===== src/rtl/refmon_pkg.sv =====
package refmon_pkg;

  // Strobes the per-channel control hands to its datapath each cycle.
  typedef struct packed {
    logic setSeen;   // reference edge seen, no feedback edge this cycle
    logic clrSeen;   // feedback edge: interval closed, restart observation
    logic clrMiss;   // closed interval was active
    logic incMiss;   // closed interval was empty and count not yet at limit
  } missStrobes_t;

endpackage


===== src/rtl/refmon_sync_edge.sv =====
module refmon_sync_edge #(
  parameter int STAGES = 2
) (
  input  logic clk,
  input  logic rst,
  input  logic rawIn,
  output logic edgeOut
);

  localparam int TOP = STAGES - 1;

  logic [STAGES-1:0] syncChain;
  logic              lastLevel;

  generate
    if (STAGES == 1) begin : gSingle
      always_ff @(posedge clk) begin
        if (rst) syncChain <= '0;
        else     syncChain <= rawIn;
      end
    end else begin : gChain
      always_ff @(posedge clk) begin
        if (rst) syncChain <= '0;
        else     syncChain <= {syncChain[STAGES-2:0], rawIn};
      end
    end
  endgenerate

  always_ff @(posedge clk) begin
    if (rst) lastLevel <= 1'b0;
    else     lastLevel <= syncChain[TOP];
  end

  // Either direction of change is one edge.
  assign edgeOut = syncChain[TOP] ^ lastLevel;

endmodule


===== src/rtl/refmon_ctrl.sv =====
module refmon_ctrl
  import refmon_pkg::*;
(
  input  logic         fbEdge,
  input  logic         refEdge,
  input  logic         seenFlag,
  input  logic         missSat,
  output missStrobes_t strobes
);

  always_comb begin
    strobes = '0;
    if (fbEdge) begin
      strobes.clrSeen = 1'b1;
      // A reference edge in the closing cycle belongs to this interval.
      if (seenFlag || refEdge) strobes.clrMiss = 1'b1;
      else if (!missSat)       strobes.incMiss = 1'b1;
    end else if (refEdge) begin
      strobes.setSeen = 1'b1;
    end
  end

endmodule


===== src/rtl/refmon_dpath.sv =====
module refmon_dpath
  import refmon_pkg::*;
#(
  parameter int MISS_LIMIT = 3
) (
  input  logic         clk,
  input  logic         rst,
  input  missStrobes_t strobes,
  input  logic         fbEdge,
  input  logic         refEdge,
  output logic         seenFlag,
  output logic         missSat,
  output logic         alarm
);

  localparam int CW = $clog2(MISS_LIMIT + 1);
  localparam logic [CW-1:0] LIMIT_V     = CW'(MISS_LIMIT);
  localparam logic [CW-1:0] LIMIT_PRE_V = CW'(MISS_LIMIT - 1);

  logic [CW-1:0] missCnt;
  logic [CW-1:0] missNext;

  always_comb begin
    missNext = missCnt;
    if (strobes.clrMiss)      missNext = '0;
    else if (strobes.incMiss) missNext = missCnt + CW'(1);
  end

  always_ff @(posedge clk) begin
    if (rst) begin
      missCnt  <= '0;
      seenFlag <= 1'b0;
      alarm    <= 1'b0;
    end else begin
      missCnt <= missNext;
      alarm   <= (missNext == LIMIT_V);
      if (strobes.clrSeen)      seenFlag <= 1'b0;
      else if (strobes.setSeen) seenFlag <= 1'b1;
    end
  end

  assign missSat = (missCnt == LIMIT_V);

  AST_ALARM_FROZEN_NO_FB: assert property (@(posedge clk) disable iff (rst)
    !fbEdge |=> (alarm == $past(alarm)))
    else $error("alarm moved without a feedback edge");

  AST_ALARM_RAISE: assert property (@(posedge clk) disable iff (rst)
    (fbEdge && !seenFlag && !refEdge && missCnt == LIMIT_PRE_V) |=> alarm)
    else $error("alarm missing after empty intervals");

  AST_ALARM_HOLD: assert property (@(posedge clk) disable iff (rst)
    (fbEdge && !seenFlag && !refEdge && alarm) |=> alarm)
    else $error("alarm dropped while reference silent");

  AST_ALARM_DROP: assert property (@(posedge clk) disable iff (rst)
    (fbEdge && seenFlag) |=> !alarm)
    else $error("alarm kept after active interval");

  AST_COINCIDENT_COUNTS: assert property (@(posedge clk) disable iff (rst)
    (fbEdge && refEdge) |=> (!alarm && !seenFlag))
    else $error("coincident reference edge not credited");

  AST_SEEN_SETS: assert property (@(posedge clk) disable iff (rst)
    (refEdge && !fbEdge) |=> seenFlag)
    else $error("reference edge not recorded");

endmodule


===== src/rtl/ref_activity_monitor.sv =====
module ref_activity_monitor
  import refmon_pkg::*;
#(
  parameter int NUM_REFS    = 2,
  parameter int SYNC_STAGES = 2,
  parameter int MISS_LIMIT  = 3
) (
  input  logic                clk,
  input  logic                rst,
  input  logic [NUM_REFS-1:0] refClkRaw,
  input  logic                fbClkRaw,
  output logic [NUM_REFS-1:0] lossAlarm
);

  logic fbEdge;

  // One feedback synchronizer serves every channel.
  refmon_sync_edge #(.STAGES(SYNC_STAGES)) fbSync_i (
    .clk    (clk),
    .rst    (rst),
    .rawIn  (fbClkRaw),
    .edgeOut(fbEdge)
  );

  generate
    for (genvar ch = 0; ch < NUM_REFS; ch++) begin : gChan
      logic         refEdge;
      logic         seenFlag;
      logic         missSat;
      missStrobes_t strobes;

      refmon_sync_edge #(.STAGES(SYNC_STAGES)) refSync_i (
        .clk    (clk),
        .rst    (rst),
        .rawIn  (refClkRaw[ch]),
        .edgeOut(refEdge)
      );

      refmon_ctrl ctrl_i (
        .fbEdge  (fbEdge),
        .refEdge (refEdge),
        .seenFlag(seenFlag),
        .missSat (missSat),
        .strobes (strobes)
      );

      refmon_dpath #(.MISS_LIMIT(MISS_LIMIT)) dpath_i (
        .clk     (clk),
        .rst     (rst),
        .strobes (strobes),
        .fbEdge  (fbEdge),
        .refEdge (refEdge),
        .seenFlag(seenFlag),
        .missSat (missSat),
        .alarm   (lossAlarm[ch])
      );
    end
  endgenerate

endmodule


===== config.mk =====
export PLATFORM = sky130hd
export DESIGN_NAME = ref_activity_monitor
export DESIGN_NICKNAME = d
export VERILOG_FILES = /design/src/rtl/refmon_pkg.sv /design/src/rtl/refmon_sync_edge.sv /design/src/rtl/refmon_ctrl.sv /design/src/rtl/refmon_dpath.sv /design/src/rtl/ref_activity_monitor.sv
export SDC_FILE = /design/constraint.sdc
export NUM_CORES = 1
export LEC_CHECK = 0
export ABC_AREA = 1
export BUFFER_PORTS_ARGS = -buffer_cell sky130_fd_sc_hd__buf_2
export CAP_MARGIN = 20
export CELL_PAD_IN_SITES_DETAIL_PLACEMENT = 1
export CELL_PAD_IN_SITES_GLOBAL_PLACEMENT = 1
export CORE_MARGIN = 1.5
export CORE_UTILIZATION = 39
export DETAILED_ROUTE_END_ITERATION = 10
export GPL_ROUTABILITY_DRIVEN = 0
export PLACE_DENSITY_LB_ADDON = 0.1
export SLEW_MARGIN = 20
export SYNTH_ARGS = -nofsm -noshare
export SYNTH_HDL_FRONTEND = slang
export SYNTH_HIERARCHICAL = 1
export SYNTH_SLANG_ARGS = --single-unit

===== constraint.sdc =====
create_clock -name clk -period 1.3 [get_ports clk]
set_input_delay 0.065 -clock clk [delete_from_list [all_inputs] [get_ports clk]]
set_output_delay 0.065 -clock clk [all_outputs]
set_load 0.05 [all_outputs]

==> results.cfg, run 1 <==
[sta]
slew_violations = 0
timing.final.crit_share_pct = 90.57
rsz0062_at_grt = no
finalSetupViolCount = 0
setup_tns_ns = 0
fin_skew_ns = 0.005344
timing.final.hold_violations = 0
clock.fmax_ghz = 0.8493
fin_ws_ns = 0.1226
maxSlewHeadroom_pct = 82.40
min_period_ns = 1.177
max_slew.worst_pin.slew_ns = 0.2640

[worst_setup_path]
crit_arrival_ns = 1.41
path_class = reg2reg
slowest_stage = dfxtp_1
crit_family = simple AND/OR/NAND/NOR gates
crit_chain = inv_1 > nand2_1 > nand2_4 > nand2_1 > nor2_2 > inv_2 > nand2_2 > nand3_2 > nor2_2
required_ns = 1.53
cp_max_fo = 8
endpoint_kind = flop
start_kind = flop
critPathBufInv = 2
max_stage_delay_ns = 0.33

[placed_design]
dp_hpwl_um = 875.3
dpl_worst_slack_ns = 0.02026
place_area_um2 = 779.5
portBuffers = 6
placedCellCount = 134

[grt]
grt_remaining_overflow = 0
grt_pass1_wl_um = 2042
grt_pass1_vias = 561
grt_start_max_net_pins = 16
grt_usage_pct = 13.30
antenna_found_initial = 0

[clock_network]
postCtsSetupBuffers = 0
cts_buffers = 3
cts_buffer_depth = 2
cts-htree-levels = 1
clock-sinks = 17
cts_tree = yes
clockRootBuffer = clkbuf_4
clkLatencyLatePin_ns = 0.29
clk_pin_slew_ns = 0.10

[die]
row_count = 15
start_util_pct = 42.01
die-area_um2 = 2149
pin_count = 7
coreArea_um2 = 1745
die_w_um = 46.36
die_y_um = 46.36

[synthesis]
yosysWarnings = 6
synth_cells = 105
synth_top_cell_area_share_pct = 46.42
yosysUniqueCellTypes = 11
synth.area.top_cells = dfxtp_1, inv_1, nor2_1
syn_avg_cell_area_um2 = 6.983
yosysSeqAreaShare_pct = 46.42
syn_nets = 112
synth-seq-cells = 17
synth_top_cell_by_area = dfxtp_1
synth_area_um2 = 733.2

[route]
drc = 0
num_vias = 567
drtPass1Iterations = 4
wire_per_inst_um = 8.099
drt_iter0_markers = 4
via_per_inst = 4.021
ant_nets = 0
finalWirelength_um = 1142

[layout]
final_area_um2 = 857.1
multi_input_area_um2 = 275.3
syn_to_final_growth_pct = 16.89
drive_above_1_share_pct = 19.83
nNetsFinal = 124
antenna_cells = 0
final-seq-area_um2 = 340.3
fillCellCount = 238
instances_no_fill = 141

[power]
p_leak_uw = 0.0004159
power_density_nw_per_um2 = 1128
ir_worst_vdd_v = 0.0007964
p_total_uw = 966.7

[worst_hold_path]
min_path_type = in2reg

[outcome]
status = finished clean

[run]
cap_violations = 0
## cell type report
| cell class | count | share of cell area (%) |
|---|---|---|
| sequential | 17 | 39.71 |
| multi-input combinational | 54 | 32.12 |
| clock buffer | 3 | 2.628 |
| inverter | 32 | 14.01 |
| tap | 25 | 3.650 |
| timing repair buffer | 9 | 7.007 |
| clock inverter | 1 | 0.8759 |
## worst paths after layout
check | startpoint | slack, ns | endpoint | depth (start not counted)
worst max-delay path | fbSync_i/syncChain[1] | 0.12 | gChan[1].dpath_i/alarm | 9
worst min register to register | gChan[0].refSync_i/syncChain[0] | 0.41 | gChan[0].refSync_i/syncChain[1] | 2
worst max register to register | fbSync_i/syncChain[1] | 0.12 | gChan[1].dpath_i/alarm | 9
worst min-delay path | rst | 0.11 | gChan[1].refSync_i/lastLevel | 2
## synth_stat cells
library cell and instances:
nand2_2 2, inv_1 30, nor2_1 23, inv_2 2
dfxtp_1 17, nand3_2 4, nor2_2 2, nor3_1 2
buf_4 2, nand2_1 19, ha_1 2
## state kept, by name (all words and copies together), names as in the netlist
name / flops
gChan.refSync_i/syncChain: 4
fbSync_i/syncChain: 2
gChan.dpath_i/alarm: 2
gChan.dpath_i/seenFlag: 2
gChan.dpath_i/missCnt: 4
fbSync_i/lastLevel: 1
gChan.refSync_i/lastLevel: 2
## metrics by stage
step	util (%)	hold WS, ns
floorplan	-	0.1362
global placement	44.66	0.2634
detailed placement	44.66	0.2783
CTS	48.39	0.1057
global route	49.10	0.1214
finish	49.10	0.1117
## layout by cell type (no fill, tap or decap)
master	instances
inv_1	30
nor2_1	21
nand2_1	18
dfxtp_1	17
buf_2	6
nand3_2	4
clkbuf_4	3
nor2_2	3
dlygate4sd3_1	3
inv_2	2
nand2_2	2
nor3_1	2
ha_1	2
clkinvlp_4	1
nand2_4	1
nor2_4	1
## power by group
part / switching (uW) / internal [uW]
sequential: 13.5 / 546
combinational: 79.6 / 49.3
clock: 161 / 117
## per-layer routing
layer	vias up	GRT usage (%)	wire (um)	share of wire, %
li1	315	-	-	-
met5	-	0	0	0
met4	0	6.857	8	0.70
met2	3	23.33	563	49
met1	247	15.13	548	48
met3	2	2.353	22	1.9
## kinds of logic (layout without fill, tap and decap cells)
logic type    count (synthesis)  count (layout)  synth area share [%]
simple gates                 52              52                 31.74
buf+inv                      34              45                 18.43
flops                        17              17                 46.42
fa+ha+maj                     2               2                 3.412
## worst reg2reg max path, cell delays in order, from the launching register on
cell	delay, ns
dfxtp_1	0.33
inv_1	0.08
nand2_1	0.09
nand2_4	0.11
nand2_1	0.07
nor2_2	0.15
inv_2	0.06
nand2_2	0.05
nand3_2	0.08
nor2_2	0.10
## timing repair
item | CTS | global route
pin swaps | 0 | 0
endpoints found under the setup margin | 5 | 6
gates resized for setup | 2 | 3
endpoints found under the hold margin | 3 | 0
hold buffers | 3 | 0
cloned | 0 | 0
Note: power is estimated with default switching activity, not from simulation.
==> run 2: changes to the inputs <==
PLACE_DENSITY = 0.82   (was default)
PLACE_DENSITY_LB_ADDON = default   (was 0.1)
==> run 2 against run 1 <==
Effect of this change: clock skew up 0.0039 ns; flip-flop and latch count is the same; first-iteration DRC count down 50%; critical path depth fell by 1; core utilization is 0.22 points higher; cell count stayed put; die area did not move; power grew 1.5%; count of clock-buffer cells in the layout unchanged; fmax down 1.3%; critical path type unchanged.
==> results.cfg, run 2 (synthesis gave the netlist of run 1 again) <==
[outcome]
status = finished clean

[placed_design]
placedCellCount = 134
portBuffers = 6
dp_hpwl_um = 998.2

[route]
drc = 0
ant_nets = 0
num_vias = 565
drt_iter0_markers = 2
wire_per_inst_um = 10.35
finalWirelength_um = 1459
via_per_inst = 4.007
drtPass1Iterations = 3

[worst_setup_path]
required_ns = 1.54
path_class = reg2reg
start_kind = flop
crit_arrival_ns = 1.43
endpoint_kind = flop
cp_max_fo = 3

[layout]
layout_commonest_cell = inv_1
nNetsFinal = 124
reg.largest.list = gChan.dpath_i/missCnt: 4 flops, gChan.refSync_i/syncChain: 4 flops
drive_above_1_share_pct = 20.69
instances_no_fill = 141
mostFrequentLayoutCells = inv_1, nor2_1, nand2_1, dfxtp_1, buf_2
final-seq-area_um2 = 341.6
fillCellCount = 231
syn_to_final_growth_pct = 17.41
antenna_cells = 0
multi_input_area_um2 = 280.3

[sta]
fin_skew_ns = 0.009202
finalHoldWorstSlack_ns = 0.1133
finalSetupViolCount = 0
min_period_ns = 1.193
timing.final.hold_violations = 0
clock.fmax_ghz = 0.8383
rsz0062_at_grt = no
slew_violations = 0
max_slew.worst_pin.slew_ns = 0.2684
timing.final.crit_share_pct = 91.76
setup_tns_ns = 0
maxSlewHeadroom_pct = 82.11

[clock_network]
postCtsSetupBuffers = 0
cts_buffer_depth = 2
clockRootBuffer = clkbuf_4
clk_pin_slew_ns = 0.11
cts_tree = yes
cts_buffers = 3
cts-htree-levels = 1
clock-sinks = 17
clkLatencyLatePin_ns = 0.29

[grt]
grt_pass1_wl_um = 2304
grt_remaining_overflow = 0
grt_usage_pct = 16.37
grt_start_max_net_pins = 16
grt_pass1_vias = 532
antenna_found_initial = 0

[power]
ir_worst_vdd_v = 0.0007468
power_density_nw_per_um2 = 1140
p_total_uw = 981.4
p_leak_uw = 0.0004206

[die]
row_count = 15
pin_count = 7
die_w_um = 46.36
die-area_um2 = 2149
coreArea_um2 = 1745
start_util_pct = 42.01
die_y_um = 46.36

[worst_hold_path]
min_path_type = in2reg

[run]
cap_violations = 0
## run 2: cell count changes in the layout (fill, tap and decap cells not counted)
cell        change
clkinv_2        +1
nor2_4          +1
dfxtp_1         -1
nor2_2          -1
clkinvlp_4      -1
dfxtp_2         +1
## run 2: what timing repair did
action                                  in CTS  in global routing
hold buffers                                 3                  0
hold endpoints to repair                     3                  0
gates resized for setup                      2                  5
endpoints found under the setup margin       4                  6
## run 2: area by class of cell
type / instances / area share, %
flip-flops and latches: 17 / 39.68
well taps: 25 / 3.634
clock inverters: 1 / 0.5814
clock buffers: 3 / 2.616
multi-input cells: 54 / 32.56
repair buffers: 9 / 6.977
inverters: 32 / 13.95
## run 2: metal layers
| metal | GRT usage, % | part of all wire [%] | vias up |
|---|---|---|---|
| li1 | - | - | 312 |
| met1 | 18.80 | 44 | 247 |
| met2 | 26.39 | 53 | 4 |
| met3 | 4.706 | 1.9 | 2 |
| met4 | 10.29 | 1.6 | 0 |
| met5 | 0 | 0 | - |
## run 2: through the flow
stage	setup WS [ns]	area, um2	util (%)
floorplan	0.1860	733.2	-
global placement	0.06867	779.5	44.66
detailed placement	-0.009628	779.5	44.66
CTS	0.01107	842.1	48.24
global route	0.01223	860.8	49.32
finish	0.1071	860.8	49.32
## run 2: path summary, 6_finish.rpt
check / end / cells past startpoint / from / slack (ns)
hold / removal: gChan[1].refSync_i/lastLevel / 2 / rst / 0.11
hold reg to reg: gChan[0].refSync_i/syncChain[1] / 2 / gChan[0].refSync_i/syncChain[0] / 0.42
setup / recovery: gChan[1].dpath_i/alarm / 8 / gChan[1].dpath_i/missCnt[0] / 0.11
setup reg to reg: gChan[1].dpath_i/alarm / 8 / gChan[1].dpath_i/missCnt[0] / 0.11
## run 2: where the power goes
| group | internal, uW | total [uW] | switching [uW] |
|---|---|---|---|
| Clock | 114 | 281 | 167 |
| Combinational | 50.6 | 139 | 88.2 |
| Sequential | 547 | 561 | 14.6 |
## run 2: worst max-delay path, cell delays in order, from the launching register on
cell	delay [ns]
dfxtp_1	0.35
ha_1	0.23
inv_1	0.07
nand2_1	0.08
nor2_4	0.13
inv_2	0.05
nand2_2	0.05
nand3_2	0.08
nor2_2	0.11
==> run 3: changes to the inputs <==
CORE_MARGIN = default   (was 1.5)
CORE_UTILIZATION = 30   (was 39)
PLACE_DENSITY = 0.67   (was 0.82)
==> run 3 against run 2 <==
Effect of this change: clock skew shrank 0.0078 ns; setup slack gained 0.044 ns; critical path depth grew 2; global-route usage shrank 3.6 points; largest power group unchanged; routed wire length shrank 11%; hold slack lost 0.0049 ns; count of clock-buffer cells in the layout grew 1; via count grew 5.5%; sequential share of layout area shrank 0.088 points; power grew 0.49%; core utilization shrank 11 points.
==> results.cfg, run 3 (synthesis gave the netlist of run 1 again) <==
[die]
pin_count = 7
die-area_um2 = 2646
coreArea_um2 = 2255
row_count = 17
start_util_pct = 32.52
die_w_um = 51.44
die_y_um = 51.44

[grt]
busiest_layer = met2
grt_util_met2_pct = 22.94
grt_remaining_overflow = 0
grtUsageMet1_pct = 12.70
use_met3_pct = 1.786
antenna_found_initial = 0
grt_start_max_net_pins = 16
grt_usage_pct = 12.77
grt_pass1_wl_um = 2380
grt_pass1_vias = 621

[clock_network]
clkLatencyLatePin_ns = 0.29
clk_pin_slew_ns = 0.10
cts_buffers = 3
cts-htree-levels = 1
cts_buffer_depth = 2
clock-sinks = 17
cts_tree = yes
clockRootBuffer = clkbuf_4
postCtsSetupBuffers = 0

[run]
cap_violations = 0

[worst_setup_path]
rr_endpoint = gChan[0].dpath_i/alarm
cp-startpoint = gChan[0].refSync_i/syncChain[1]
endpoint_kind = flop
reg2reg_setup_slack_ns = 0.15
r2r_cells = 10
path_class = reg2reg
cp_max_fo = 3
crit_arrival_ns = 1.39
crit_end = gChan[0].dpath_i/alarm
rr_startpoint = gChan[0].refSync_i/syncChain[1]
required_ns = 1.54
start_kind = flop

[route]
finalWirelength_um = 1292
ant_nets = 0
num_vias = 596
wire_per_inst_um = 8.910
drtPass1Iterations = 2
drt_iter0_markers = 1
via_per_inst = 4.110
drc = 0

[layout]
drive_above_1_share_pct = 19.66
antenna_cells = 0
mostFrequentLayoutCells = inv_1, nor2_1, nand2_1, dfxtp_1, buf_2
layout_commonest_cell = inv_1
instances_no_fill = 145
reg.largest.list = gChan.dpath_i/missCnt: 4 flops, gChan.refSync_i/syncChain: 4 flops
syn_to_final_growth_pct = 17.24
nNetsFinal = 125

[sta]
maxSlewHeadroom_pct = 81.72
clock.fmax_ghz = 0.8703
timing.final.crit_share_pct = 88.39
timing.final.hold_violations = 0
min_period_ns = 1.149
finalSetupViolCount = 0
max_slew.worst_pin.slew_ns = 0.2742
fin_skew_ns = 0.001392
setup_tns_ns = 0
rsz0062_at_grt = no
slew_violations = 0

[worst_hold_path]
min_from = rst
min_path_type = in2reg

[power]
ir_worst_vdd_v = 0.0004787
p_total_uw = 986.2
p_leak_uw = 0.0004212
power_density_nw_per_um2 = 1147

[placed_design]
dp_hpwl_um = 938.8
portBuffers = 6
placedCellCount = 138

[outcome]
status = finished clean
## run 3: cell types whose count changed in the layout (fill, tap and decap cells not counted), sizes merged
cell,before,now
buf,6,7
clkinv,1,0
clkbuf,3,4
## run 3: worst min-delay path by stage
stage	endpoint	slack (ns)	depth (start not counted)
2_1_floorplan	fbSync_i/syncChain[0]	0.14	1
3_3_place_gp	gChan[1].refSync_i/syncChain[0]	0.26	3
3_5_place_dp	fbSync_i/syncChain[0]	0.28	3
4_1_cts	gChan[1].dpath_i/missCnt[0]	0.11	2
5_1_grt	fbSync_i/syncChain[0]	0.12	2
6_report	fbSync_i/syncChain[0]	0.11	2
## run 3: power by group
part | internal [uW] | total [uW] | switching, uW
combinational | 51.2 | 133 | 81.9
clock | 119 | 293 | 174
sequential | 546 | 560 | 13.2
total | 717 | 986 | 269
## run 3: critical path: stages, from the launching register on
cell and delay [ns]:
dfxtp_1 0.34, inv_1 0.05, nand2_1 0.06, nand2_1 0.06, inv_1 0.08, nand2_1 0.10, nor2_4 0.12, inv_2 0.05
nand2_2 0.05, nand3_2 0.07, nor2_2 0.10
## run 3: area by class of cell
class / count / area [um2]
multi-input cells: 54 / 270.3
flip-flops and latches: 17 / 340.3
repair buffers: 10 / 67.56
well taps: 28 / 35.03
fillers: 310 / 1395
inverters: 32 / 120.1
clock buffers: 4 / 26.28
## run 3: layer usage
layer | share of wire [%] | up-vias | wire length [um]
met4 | 2.4 | 0 | 31
met3 | 1.8 | 4 | 23
met5 | 0 | - | 0
met2 | 52 | 7 | 669
li1 | - | 314 | -
met1 | 44 | 271 | 568
## run 3: stage by stage
stage,setup WS [ns],util [%],area [um2],hold slack [ns]
floorplan,0.1860,-,733.2,0.1362
global placement,0.1079,35.07,790.8,0.2628
CTS,0.03080,37.57,847.1,0.1083
detailed placement,0.04501,35.07,790.8,0.2751
global route,0.007638,38.12,859.6,0.1191
finish,0.1510,38.12,859.6,0.1084
## run 3: repair_timing
action                                  4_1_cts  5_1_grt
gates resized for setup                       0        4
hold endpoints to repair                      3        0
hold buffers                                  3        0
endpoints found under the setup margin        0        6
